$ cat config.mk
export PLATFORM = sky130hd
export DESIGN_NAME = casc_counter
export DESIGN_NICKNAME = d
export VERILOG_FILES = /design/src/rtl/casc_cnt_pkg.sv /design/src/rtl/casc_cnt_stage.sv /design/src/rtl/casc_cnt_trunc.sv /design/src/rtl/casc_counter.sv
export SDC_FILE = /design/constraint.sdc
export NUM_CORES = 1
export LEC_CHECK = 0
export ABC_CLOCK_PERIOD_IN_PS = 4370
export CORE_AREA = 5 5 45 47
export CTS_BUF_LIST = sky130_fd_sc_hd__clkbuf_2
export DETAILED_ROUTE_END_ITERATION = 16
export DIE_AREA = 0 0 50 52
export HOLD_SLACK_MARGIN = 0.1
export PLACE_DENSITY = 0.92
export SYNTH_ARGS = -nofsm -noshare
export SYNTH_HDL_FRONTEND = slang
export SYNTH_HIERARCHICAL = 1
export SYNTH_SLANG_ARGS = --single-unit
export TNS_END_PERCENT = 100
$ cat constraint.sdc
create_clock -name clk -period 4.37 [get_ports clk]
set_input_delay 0.874 -clock clk [delete_from_list [all_inputs] [get_ports clk]]
set_output_delay 0.874 -clock clk [all_outputs]
set_load 0.02 [all_outputs]
$ cat src/rtl/casc_cnt_pkg.sv
package casc_cnt_pkg;

  localparam int unsigned NIB_W = 4;

  typedef enum logic [1:0] {
    ACT_HOLD  = 2'd0,
    ACT_INC   = 2'd1,
    ACT_LOAD  = 2'd2,
    ACT_CLEAR = 2'd3
  } stage_act_e;

  // Priority: clear, then load, then increment, then hold.
  function automatic stage_act_e pick_act(input logic clr_n, input logic load_n,
                                          input logic en_p, input logic en_t);
    if (!clr_n)           return ACT_CLEAR;
    else if (!load_n)     return ACT_LOAD;
    else if (en_p && en_t) return ACT_INC;
    else                  return ACT_HOLD;
  endfunction

endpackage

$ cat src/rtl/casc_cnt_stage.sv
module casc_cnt_stage
  import casc_cnt_pkg::*;
#(
  parameter int unsigned SW = NIB_W
) (
  input  logic          clk,
  input  logic          clr_n,
  input  logic          load_n,
  input  logic [SW-1:0] d,
  input  logic          en_p,
  input  logic          en_t,
  output logic [SW-1:0] q,
  output logic          tc
);

  stage_act_e act;
  logic [SW-1:0] q_next;

  always_comb begin
    act = pick_act(clr_n, load_n, en_p, en_t);
    unique case (act)
      ACT_CLEAR: q_next = '0;
      ACT_LOAD:  q_next = d;
      ACT_INC:   q_next = q + 1'b1;
      default:   q_next = q;
    endcase
  end

  always_ff @(posedge clk) begin
    q <= q_next;
  end

  // Look-ahead carry: gated only by the ripple enable.
  assign tc = en_t & (&q);

endmodule

$ cat src/rtl/casc_cnt_trunc.sv
module casc_cnt_trunc #(
  parameter int unsigned W        = 8,
  parameter bit          TRUNC_EN = 1'b0,
  parameter int unsigned MOD_LAST = 0
) (
  input  logic [W-1:0] count,
  input  logic         clr_n_in,
  output logic         clr_n_out
);

  generate
    if (TRUNC_EN) begin : g_decode
      localparam logic [W-1:0] LAST_VAL = W'(MOD_LAST);
      logic hit_n;
      // NAND-style decode: low when the last value is present.
      assign hit_n     = ~(count == LAST_VAL);
      assign clr_n_out = clr_n_in & hit_n;
    end else begin : g_pass
      logic unused_count;
      assign unused_count = ^count;
      assign clr_n_out    = clr_n_in;
    end
  endgenerate

endmodule

$ cat src/rtl/casc_counter.sv
module casc_counter
  import casc_cnt_pkg::*;
#(
  parameter int unsigned STAGES   = 3,
  parameter bit          TRUNC_EN = 1'b0,
  parameter int unsigned MOD_LAST = 0
) (
  input  logic                    clk,
  input  logic                    clr_n,
  input  logic                    load_n,
  input  logic [NIB_W*STAGES-1:0] din,
  input  logic                    cnt_en_p,
  input  logic                    cnt_en_t,
  output logic [NIB_W*STAGES-1:0] count,
  output logic                    term_cnt
);

  localparam int unsigned W = NIB_W * STAGES;

  logic              clr_n_eff;
  logic [STAGES:0]   en_chain;

  casc_cnt_trunc #(
    .W        (W),
    .TRUNC_EN (TRUNC_EN),
    .MOD_LAST (MOD_LAST)
  ) u_trunc (
    .count     (count),
    .clr_n_in  (clr_n),
    .clr_n_out (clr_n_eff)
  );

  assign en_chain[0] = cnt_en_t;

  generate
    for (genvar s = 0; s < STAGES; s++) begin : g_stage
      casc_cnt_stage #(.SW(NIB_W)) u_stage (
        .clk    (clk),
        .clr_n  (clr_n_eff),
        .load_n (load_n),
        .d      (din[s*NIB_W +: NIB_W]),
        .en_p   (cnt_en_p),
        .en_t   (en_chain[s]),
        .q      (count[s*NIB_W +: NIB_W]),
        .tc     (en_chain[s+1])
      );
    end
  endgenerate

  assign term_cnt = en_chain[STAGES];

endmodule

# Word-level counts from Yosys, hierarchy flattened
# Cells that the tools add are included.
dict set report classes {
  add_sub_neg 3
  n_mul 0
  div 0
  n_lt_le_gt_ge 0
  eq_ne 9
  shifts 0
  muxes 12
  n_bitwise 3
  reduce_logical 9
}
# op count
set op_table {}
lappend op_table {{4-bit case mux with 3 select lines} 3}
lappend op_table {{4-bit by 1-bit adder with 4-bit output (second input constant)} 3}
lappend op_table {{2-bit equality test (second input constant)} 6}
lappend op_table {{2-bit two-way mux} 6}
lappend op_table {{4-bit AND reduction} 3}
lappend op_table {{3-bit nonzero test} 3}
lappend op_table {{2-bit by 1-bit equality test with 1-bit output (second input constant)} 3}
lappend op_table {{1-bit bitwise AND} 3}
lappend op_table {{1-bit logical AND} 3}
lappend op_table {{1-bit two-way mux} 3}
dict set report totals {
  ff_bits 12
  latchBits 0
  mem_bits_rw 0
  romBits 0
  word_cells 39
  memories 0
}

# Depth between registers and ports, before layout
# Gate-level depths: netlist of run 1.
dict set report logic_depth {
  word_depth 9
  ltp_mapped 5
}

# Cells and area by module
# Netlist of run 1, hierarchy kept.
# mod instances cells_each area_per_inst_um2
set modules_own_cells {}
lappend modules_own_cells {casc_cnt_stage 3 22 230.2}
lappend modules_own_cells {casc_cnt_trunc 1 1 7.5}

# Least setup slack after synthesis of run 1
# No wires, ideal clock.
dict set report synth_path {
  kind {input port to output port}
  start {in cnt_en_t}
  end {out term_cnt}
  arrival_time_ps 1610
  path_slack_ps 1886
  cell_stages 3
  path_cell_list {and4_2 and4_2 and4_2}
}
dict set report synth_via {
  elab_chain_len 3
}
# item line
set synth_lines {}
lappend synth_lines {{start: declaration} casc_counter.sv:13} ;# input logic cnt_en_t,
lappend synth_lines {{1-bit bitwise AND (2 in series)} casc_cnt_stage.sv:34} ;# assign tc = en_t & (&q);
lappend synth_lines {{net en_chain[2]} casc_counter.sv:21} ;# logic [STAGES:0] en_chain;
lappend synth_lines {{1-bit bitwise AND} casc_cnt_stage.sv:34}
lappend synth_lines {{end: declaration} casc_counter.sv:15} ;# output logic term_cnt
# The timed path passes the listed nets, and every way through them passes these cells.

# Final worst setup path of run 1
dict set report layout_path {
  start {in cnt_en_t}
  end {out term_cnt}
}
dict set report layout_via {
  elab_chain_len 3
}
# item line
set layout_lines {}
lappend layout_lines {{1-bit bitwise AND} casc_cnt_stage.sv:34}
lappend layout_lines {{net en_chain[1]} casc_counter.sv:21}
lappend layout_lines {{1-bit bitwise AND} casc_cnt_stage.sv:34}
lappend layout_lines {{net en_chain[2]} casc_counter.sv:21}
lappend layout_lines {{1-bit bitwise AND} casc_cnt_stage.sv:34}
# The timed path passes the listed nets, and every way through them passes these cells.

==> metrics.cfg, run 1 <==
[finish]
regMostFlops = g_stage.u_stage/q
drive_above_1_share = 0.0918
post-route-util = 0.630
nNetsFinal = 120
design_area_sq_um = 1020
diodes = 0
reg_top3 = g_stage.u_stage/q (12)
largest_register_ffs = 12
synthToLayoutAreaGrowth_pct = 45.7

[routing]
dr.first_iter.drc_count = 10
ant_nets = 0
vias_per_cell = 5.53
drt-wirelength-per-cell_um = 14.7
wl_um = 1690
drc = 0
vias = 636
drtPass1Iterations = 4

[power_and_ir_drop]
p_total_w = 0.000262
p_leak_nw = 0.382
irDropWorstVdd_uv = 143
power_density_nw_per_um2 = 257

[clock_network]
clkSlewWorstSetupHoldPaths_ns = 0.10
cts_setup_buffers = 0
cts_buffers = 3
ctsResizeCount = 0
cts.htree.levels = 1
cts_tree = done
cts_buffer_depth = 2
hold_buffers = 0
numClockSinks = 12
clk_latency_ns = 0.25
clockRootBuffer = clkbuf_2

[critical_path]
r2r_end = g_stage[2].u_stage/q[3]
path_cells = clkdlybuf4s50_1 > and4_2 > and4_2 > and4_2 > clkdlybuf4s50_1
end_kind = output pin
reg2reg_from = g_stage[0].u_stage/q[0]
worstPathRequired_ns = 3.50
critPathMostFrequentCell = and4_2
start_kind = primary input
crit_arrival_ns = 2.67
crit_slowest_cell = clkdlybuf4s50_1
ff2ff_setup_slack_ns = 2.62
worst_r2r_path_depth = 5
cp_slowest_stage_delay_ns = 0.59
critPathKind = in -> out
cp_max_fo = 3

[logic_synthesis]
syn_inst = 67
synth_top_area_frac = 0.516
syn_nets = 87
synth.area.top_cells = edfxtp_1 52%, nand2_1 8.1%, o21ai_1 6.5%, ha_1 5.4%, and4_2 4.3%
synth-seq-area-share = 0.516
yosysUniqueCellTypes = 13
yosys_warnings = 6
yosysTopAreaCell = edfxtp_1
netlist_area_sq_um = 698
synth-seq-cells = 12
avgSynthCellArea_sq_um = 10.4

[grt]
grt_pass1_wl_um = 2660
grt_use_total = 0.138
grt_max_degree = 10
grt_pass1_vias = 611
antenna_found_initial = 0
overflow = 0

[place]
dp_slack_ns = 0.817
post_dp_cell_area_sq_um = 1000
place_congestion = 0.755
dp_hpwl_um = 1360
io_buffers = 29

[timing]
fin_ws_ns = 0.821
worst_slew_pin_slew_ns = 0.272
clock_skew_ns = 0.000950
rsz0062_at_grt = no
finalSetupViolCount = 0
setup_tns_ns = 0
fin_crit_sh = 0.812
fin_crit_ns = 3.55
slew_viol_final = 0
slew_headroom = 0.818
hold_viol_final = 0
max_freq_mhz = 282

[floorplan]
die-height_um = 52
fp-row-count = 15
io_pins = 30
die_width_um = 50
die_area_sq_um = 2600
initial_utilization = 0.433
coreArea_sq_um = 1610

[run_status]
outcome = finished, final reports clean

[min_path]
min_to = g_stage[1].u_stage/q[0]
hold_path.startpoint = g_stage[1].u_stage/q[0]
hold_depth = 1
holdCritPathClass = reg -> reg

[job]
cap_violations = 0

[metrics by stage]
step,cells,hold slack (ns)
3_5_place_dp,112,0.637
3_3_place_gp,112,0.626
4_1_cts,115,0.659
5_1_grt,115,0.689
6_report,115,0.660
2_1_floorplan,67,0.744
[power by group]
group | switching [W] | total [W] | internal [W]
clock | 0.0000312 | 0.0000499 | 0.0000187
sequential | 0.00000895 | 0.000146 | 0.000137
combinational | 0.0000307 | 0.0000662 | 0.0000355
[routing by layer]
metal | global-route usage | part of all wire | vias to the layer above
met1 | 0.144 | 0.35 | 300
met3 | 0.0143 | 0.080 | 2
met5 | 0 | 0 | -
met4 | 0.0917 | 0.014 | 0
li1 | - | - | 308
met2 | 0.255 | 0.55 | 26
[placed cells by master, fill, tap and decap left out, types with 6 or more instances in the layout]
cell type	instances
o21ai_1	9
clkdlybuf4s50_1	29
edfxtp_1	12
nand2_1	15
nand3_1	6
[synth_stat cells]
cell / instances
nand2_1: 15
inv_1: 3
nand4_1: 3
xor2_1: 3
o21ai_1: 9
buf_4: 1
nand3_1: 6
edfxtp_1: 12
xnor2_1: 3
ha_1: 3
and2b_1: 3
o21ai_2: 3
and4_2: 3
[worst max-delay path: cells and delay by family]
kind          cells  cell delay (ns)
buf+inv           2             1.09
simple gates      3             0.70
[cell type report]
type / count / area, sq um
clock buffers: 3 / 15.0
well taps: 17 / 21.3
repair buffers: 29 / 290
inverters: 3 / 11.3
multi-input cells: 51 / 319
fillers: 134 / 597
flip-flops and latches: 12 / 360
[how the worst max path moves through the flow]
stage                     to  depth (start not counted)     start  slack [ns]
floorplan           term_cnt                          3  cnt_en_t        1.89
global placement    term_cnt                          5  cnt_en_t        0.83
detailed placement  term_cnt                          5  cnt_en_t        0.82
CTS                 term_cnt                          5  cnt_en_t        0.82
global route        term_cnt                          5  cnt_en_t        0.74
finish              term_cnt                          5  cnt_en_t        0.82
[logic make-up after synthesis]
family                     synth area share
adders and majority gates            0.0538
and+or+nand+nor                       0.226
xor gates and xnor gates             0.0753
DFF                                   0.516
AOI/OAI and AO/OA                     0.102
buffers and inverters                0.0269
Note: power is estimated with default switching activity, not from simulation.
==> inputs of run 2 (changes only) <==
ABC_CLOCK_PERIOD_IN_PS = 3300   (was 4370)
CORE_AREA = 5 5 47 49   (was 5 5 45 47)
DIE_AREA = 0 0 52 54   (was 0 0 50 52)
PLACE_DENSITY = 0.85   (was 0.92)
clock period = 3.3 ns   (was 4.37 ns; I/O delays follow)
==> run 2 against run 1 <==
Net effect:
- sequential power is 32% higher
- utilization is 6.3 points lower
- largest cell class unchanged
- hold slack better by 0.0084 ns
==> metrics.cfg, run 2 (synthesis gave the netlist of run 1 again) <==
[run_status]
outcome = finished, final reports clean

[floorplan]
io_pins = 30  ; unchanged
coreArea_sq_um = 1820  ; +13%
die_width_um = 52  ; +4.0%
die_area_sq_um = 2810  ; +8.0%
die-height_um = 54  ; +3.8%
fp-row-count = 16  ; +1
initial_utilization = 0.383  ; -0.0493

[routing]
drtPass1Iterations = 4  ; unchanged
dr.first_iter.drc_count = 5  ; -5
vias_per_cell = 4.88  ; -12%
wl_met1_um = 745  ; +25%
drt-wirelength-per-cell_um = 13.2  ; -10%
dr_wl_met3_um = 113  ; -16%
wl_um = 1660  ; -1.7%
top_layer = met4
vias = 615  ; -3.3%
drc = 0  ; unchanged
met2WireLength_um = 751  ; -19%
ant_nets = 0  ; unchanged

[finish]
drive_above_1_share = 0.0909  ; -0.000928
largest_register_ffs = 12  ; unchanged
diodes = 0  ; unchanged
final_cell_mix = 29 x clkdlybuf4s50_1, 15 x nand2_1, 12 x edfxtp_1
reg_top3 = g_stage.u_stage/q (12)
nNetsFinal = 120  ; unchanged
synthToLayoutAreaGrowth_pct = 48.0
regMostFlops = g_stage.u_stage/q
mostFrequentLayoutCell = clkdlybuf4s50_1
nFillCells = 170  ; +27%

[grt]
grt_max_degree = 10  ; unchanged
grt_use_total = 0.137  ; -0.000947
grt_pass1_vias = 653  ; +6.9%
overflow = 0  ; unchanged
grt_pass1_wl_um = 2750  ; +3.7%
antenna_found_initial = 0  ; unchanged

[clock_network]
clkSlewWorstSetupHoldPaths_ns = 0.12  ; +0.02 ns
cts_setup_buffers = 0  ; unchanged
ctsResizeCount = 0  ; unchanged
clockRootBuffer = clkbuf_2
cts.htree.levels = 1  ; unchanged
cts_buffer_depth = 2  ; unchanged
clk_latency_ns = 0.27  ; +0.02 ns
numClockSinks = 12  ; unchanged
cts_buffers = 3  ; unchanged
hold_buffers = 0  ; unchanged
cts_tree = done

[critical_path]
start_kind = primary input
critPathKind = in -> out
worstPathRequired_ns = 2.64  ; -0.86 ns
end_kind = output pin
cp_max_fo = 3  ; unchanged
crit_arrival_ns = 2.49  ; -0.18 ns
startpoint = cnt_en_t
reg2reg_from = g_stage[0].u_stage/q[0]

[min_path]
hold_path.startpoint = g_stage[0].u_stage/q[0]
holdCritPathClass = reg -> reg

[timing]
setup_tns_ns = 0  ; unchanged
slew_viol_final = 0  ; unchanged
slew_headroom = 0.801  ; -0.0173
clock_skew_ns = 0.00815  ; +0.00720 ns
fin_crit_ns = 3.15
worst_slew_pin_slew_ns = 0.298  ; +0.0258 ns
rsz0062_at_grt = no
fin_crit_sh = 0.954
finalSetupViolCount = 0  ; unchanged
max_freq_mhz = 317
hold_viol_final = 0  ; unchanged

[power_and_ir_drop]
p_total_w = 0.000358  ; +37%
power_density_nw_per_um2 = 347  ; +35%
irDropWorstVdd_uv = 200  ; +40%
p_leak_nw = 0.384  ; +0.41%

[job]
cap_violations = 0  ; unchanged

[place]
dp_hpwl_um = 1300  ; -4.1%
place_congestion = 0.793  ; +5.0%
io_buffers = 29  ; unchanged

[run 2: final timing paths]
| path | to | cells past startpoint | slack (ns) |
|---|---|---|---|
| max | term_cnt | 5 | 0.15 |
| min reg2reg | g_stage[0].u_stage/q[0] | 1 | 0.67 |
| min | g_stage[0].u_stage/q[0] | 1 | 0.67 |
| max reg2reg | g_stage[2].u_stage/q[2] | 5 | 1.56 |
[run 2: worst max-delay path: stages]
cell and delay (ns):
clkdlybuf4s50_1 0.51, and4_2 0.25, and4_2 0.25, and4_2 0.22
clkdlybuf4s50_1 0.60
[run 2: report_power, final]
group / switching [W] / internal [W]
clock network: 0.0000520 / 0.0000263
logic: 0.0000402 / 0.0000470
registers: 0.0000117 / 0.000181
total: 0.000104 / 0.000254
[run 2: area by class of cell]
type	instances	area, sq um	share of cell area
Multi-Input combinational cell	51	319	0.309
Clock buffer	3	15.0	0.0145
Sequential cell	12	360	0.349
Clock inverter	1	3.75	0.00363
Timing Repair Buffer	29	290	0.281
Inverter	3	11.3	0.0109
Tap cell	27	33.8	0.0327
[run 2: stage by stage]
stage	instances	worst slack, ns	utilization	instance area (sq um)	hold slack [ns]
finish	126	0.150	0.567	1030	0.669
global route	126	0.109	0.567	1030	0.691
CTS	126	0.166	0.567	1030	0.668
detailed placement	122	0.165	0.557	1010	0.651
global placement	122	0.184	0.557	1010	0.634
floorplan	67	1.14	-	698	0.744
[run 2: layer usage]
layer	up-vias	global-route usage
met5	-	0
met4	0	0.105
met3	4	0.0443
met2	22	0.201
met1	283	0.165
li1	306	-
==> inputs of run 3 (changes only) <==
ABC_AREA = 1   (was default)
CORE_AREA = 5 5 48 50   (was 5 5 47 49)
DIE_AREA = 0 0 53 55   (was 0 0 52 54)
PLACE_DENSITY = 0.87   (was 0.85)
==> run 3 against run 2 <==
Net effect:
- die area grew 3.8%
- routed wire length up 10%
- flip-flop and latch count unchanged
- total power is 2.1% higher
- register-to-register slack is essentially flat
- hold slack improved by 0.019 ns
- combinational power up 5.5%
- first-iteration DRC count rose to 5.4 times the previous value
- final area increased by 8.4%
- utilization is 3.4 points higher
- largest cell class is now multi-input combinational cells
==> metrics.cfg, run 3 <==
[logic_synthesis]
netlist_area_sq_um = 785  ; +12%
ys.flop_type = edfxtp_1
synth-seq-cells = 12  ; unchanged
synth.area.top_cells = edfxtp_1 46%, nand3_1 15%, nand2_1 10%, ha_1 4.8%, nand2_2 4.8%
synthTopCellsByCount = 24 x nand3_1, 21 x nand2_1, 12 x edfxtp_1, 6 x inv_1, 6 x nand2_2
synth.most_common_cell = nand3_1
synth_top_area_frac = 0.459  ; -0.0568
yosysTopAreaCell = edfxtp_1
syn_inst = 91  ; +36%
synthArstFlopShare = 0  ; unchanged
yosysUniqueCellTypes = 13  ; unchanged
synth-seq-area-share = 0.459  ; -0.0568
avgSynthCellArea_sq_um = 8.62  ; -17%
yosys_warnings = 6  ; unchanged
syn_nets = 111  ; +28%
synth-edff-count = 12  ; unchanged

[timing]
slew_headroom = 0.584  ; -0.217
setup_tns_ns = 0  ; unchanged
rsz0062_at_grt = no
fin_crit_ns = 3.05  ; -0.104 ns
finalSetupViolCount = 0  ; unchanged
fin_crit_sh = 0.923  ; -0.0315
clock_skew_ns = 0.00546  ; -0.00269 ns
hold_viol_final = 0  ; unchanged
max_freq_mhz = 328  ; +3.4%
worst_slew_pin_slew_ns = 0.622  ; +0.324 ns
fin_hold_ws_ns = 0.688  ; +0.0194 ns
slew_viol_final = 0  ; unchanged

[clock_network]
clkSlewWorstSetupHoldPaths_ns = 0.12  ; about the same
clockRootBuffer = clkbuf_2
hold_buffers = 0  ; unchanged
cts_tree = done
cts_setup_buffers = 0  ; unchanged
ctsResizeCount = 0  ; unchanged
clk_latency_ns = 0.27  ; about the same
cts_buffers = 3  ; unchanged
cts_buffer_depth = 2  ; unchanged
numClockSinks = 12  ; unchanged
cts.htree.levels = 1  ; unchanged

[finish]
synthToLayoutAreaGrowth_pct = 42.7
nFillCells = 173  ; +1.8%
design_area_sq_um = 1120  ; +8.4%
drive_above_1_share = 0.146  ; +0.0554
mostFrequentLayoutCell = clkdlybuf4s50_1
diodes = 0  ; unchanged
multi_input_area_sq_um = 383  ; +20%
reg_top3 = g_stage.u_stage/q (12)
largest_register_ffs = 12  ; unchanged
final_cell_mix = 29 x clkdlybuf4s50_1, 24 x nand3_1, 21 x nand2_1
nNetsFinal = 144  ; +20%
seq_area_sq_um = 360  ; unchanged
regMostFlops = g_stage.u_stage/q

[routing]
drc = 0  ; unchanged
vias = 742  ; +21%
ant_nets = 0  ; unchanged
wl_um = 1830  ; +10%
drt-wirelength-per-cell_um = 12.2  ; -7.5%
vias_per_cell = 4.95  ; +1.3%
drtPass1Iterations = 6  ; +2
dr.first_iter.drc_count = 27  ; +22

[floorplan]
initial_utilization = 0.421  ; +0.0381
fp-row-count = 16  ; unchanged
io_pins = 30  ; unchanged
die-height_um = 55  ; +1.9%
die_area_sq_um = 2920  ; +3.8%
die_width_um = 53  ; +1.9%
coreArea_sq_um = 1860  ; +2.2%

[place]
dp_hpwl_um = 1470  ; +13%
io_buffers = 29  ; unchanged
place_congestion = 0.753  ; -5.0%
post_dp_cell_area_sq_um = 1100  ; +8.5%

[job]
cap_violations = 0  ; unchanged

[grt]
grt_use_total = 0.153  ; +0.0158
grt_pass1_wl_um = 3110  ; +13%
grt_pass1_vias = 714  ; +9.3%
antenna_found_initial = 0  ; unchanged
grt_max_degree = 19  ; +9
overflow = 0  ; unchanged

[critical_path]
start_kind = primary input
critPathKind = in -> out
end_kind = output pin
cp_max_fo = 2  ; -1
worstPathRequired_ns = 2.64  ; about the same
crit_arrival_ns = 2.39  ; -0.10 ns

[min_path]
holdCritPathClass = reg -> reg

[power_and_ir_drop]
power_density_nw_per_um2 = 327  ; -5.8%
irDropWorstVdd_uv = 211  ; +5.0%
p_leak_nw = 0.446  ; +16%

[run_status]
outcome = finished, final reports clean

run 3: power by group:
group / switching [W] / leakage [nW] / internal, W
combinational: 0.0000447 / 0.301 / 0.0000474
clock: 0.0000504 / 0.0140 / 0.0000263
sequential: 0.0000150 / 0.131 / 0.000182
total: 0.000110 / 0.446 / 0.000256
run 3: path summary, 6_finish.rpt:
path                                start                       to  slack [ns]  cells past startpoint
setup / recovery                 cnt_en_t                 term_cnt        0.25                      8
setup reg to reg  g_stage[0].u_stage/q[0]  g_stage[2].u_stage/q[0]        1.56                      7
hold / removal    g_stage[2].u_stage/q[0]  g_stage[2].u_stage/q[0]        0.69                      1
hold reg to reg   g_stage[2].u_stage/q[0]  g_stage[2].u_stage/q[0]        0.69                      1
run 3: worst max-delay path, stage by stage:
cell             delay (ns)
clkdlybuf4s50_1        0.50
nand2_1                0.06
nor2_1                 0.18
nand2_1                0.08
nor2_1                 0.16
nand2_1                0.07
nor2_1                 0.08
clkdlybuf4s50_1        0.60
run 3: cells by family (layout without fill, tap and decap cells):
logic type | after synthesis | in the layout | share of synthesized area
adders and majority gates | 3 | 3 | 0.0479
and+or+nand+nor | 63 | 63 | 0.407
buffers and inverters | 10 | 42 | 0.0526
AOI/OAI and AO/OA | 3 | 3 | 0.0335
DFF | 12 | 12 | 0.459
run 3: stage by stage:
| stage | instances | setup WS, ns | utilization | total power, W |
|---|---|---|---|---|
| global placement | 146 | 0.293 | 0.591 | 0.000290 |
| global route | 150 | 0.0798 | 0.601 | 0.000388 |
| CTS | 150 | 0.259 | 0.601 | 0.000369 |
| finish | 150 | 0.254 | 0.601 | 0.000366 |
| floorplan | 91 | 1.14 | - | 0.000240 |
| detailed placement | 146 | 0.278 | 0.591 | 0.000293 |
run 3: final cells by class:
type                            instances  area share
Inverter                                9      0.0302
Tap cell                               27      0.0302
Multi-Input combinational cell         69       0.342
Timing Repair Buffer                   29       0.259
Clock buffer                            3      0.0134
Sequential cell                        12       0.322
Clock inverter                          1     0.00335
run 3: per-layer routing:
metal,share of wire,global-route usage,vias up
met5,0,0,-
met3,0.085,0.0509,6
met4,0.032,0.102,0
met2,0.50,0.248,37
li1,-,-,377
met1,0.39,0.171,322
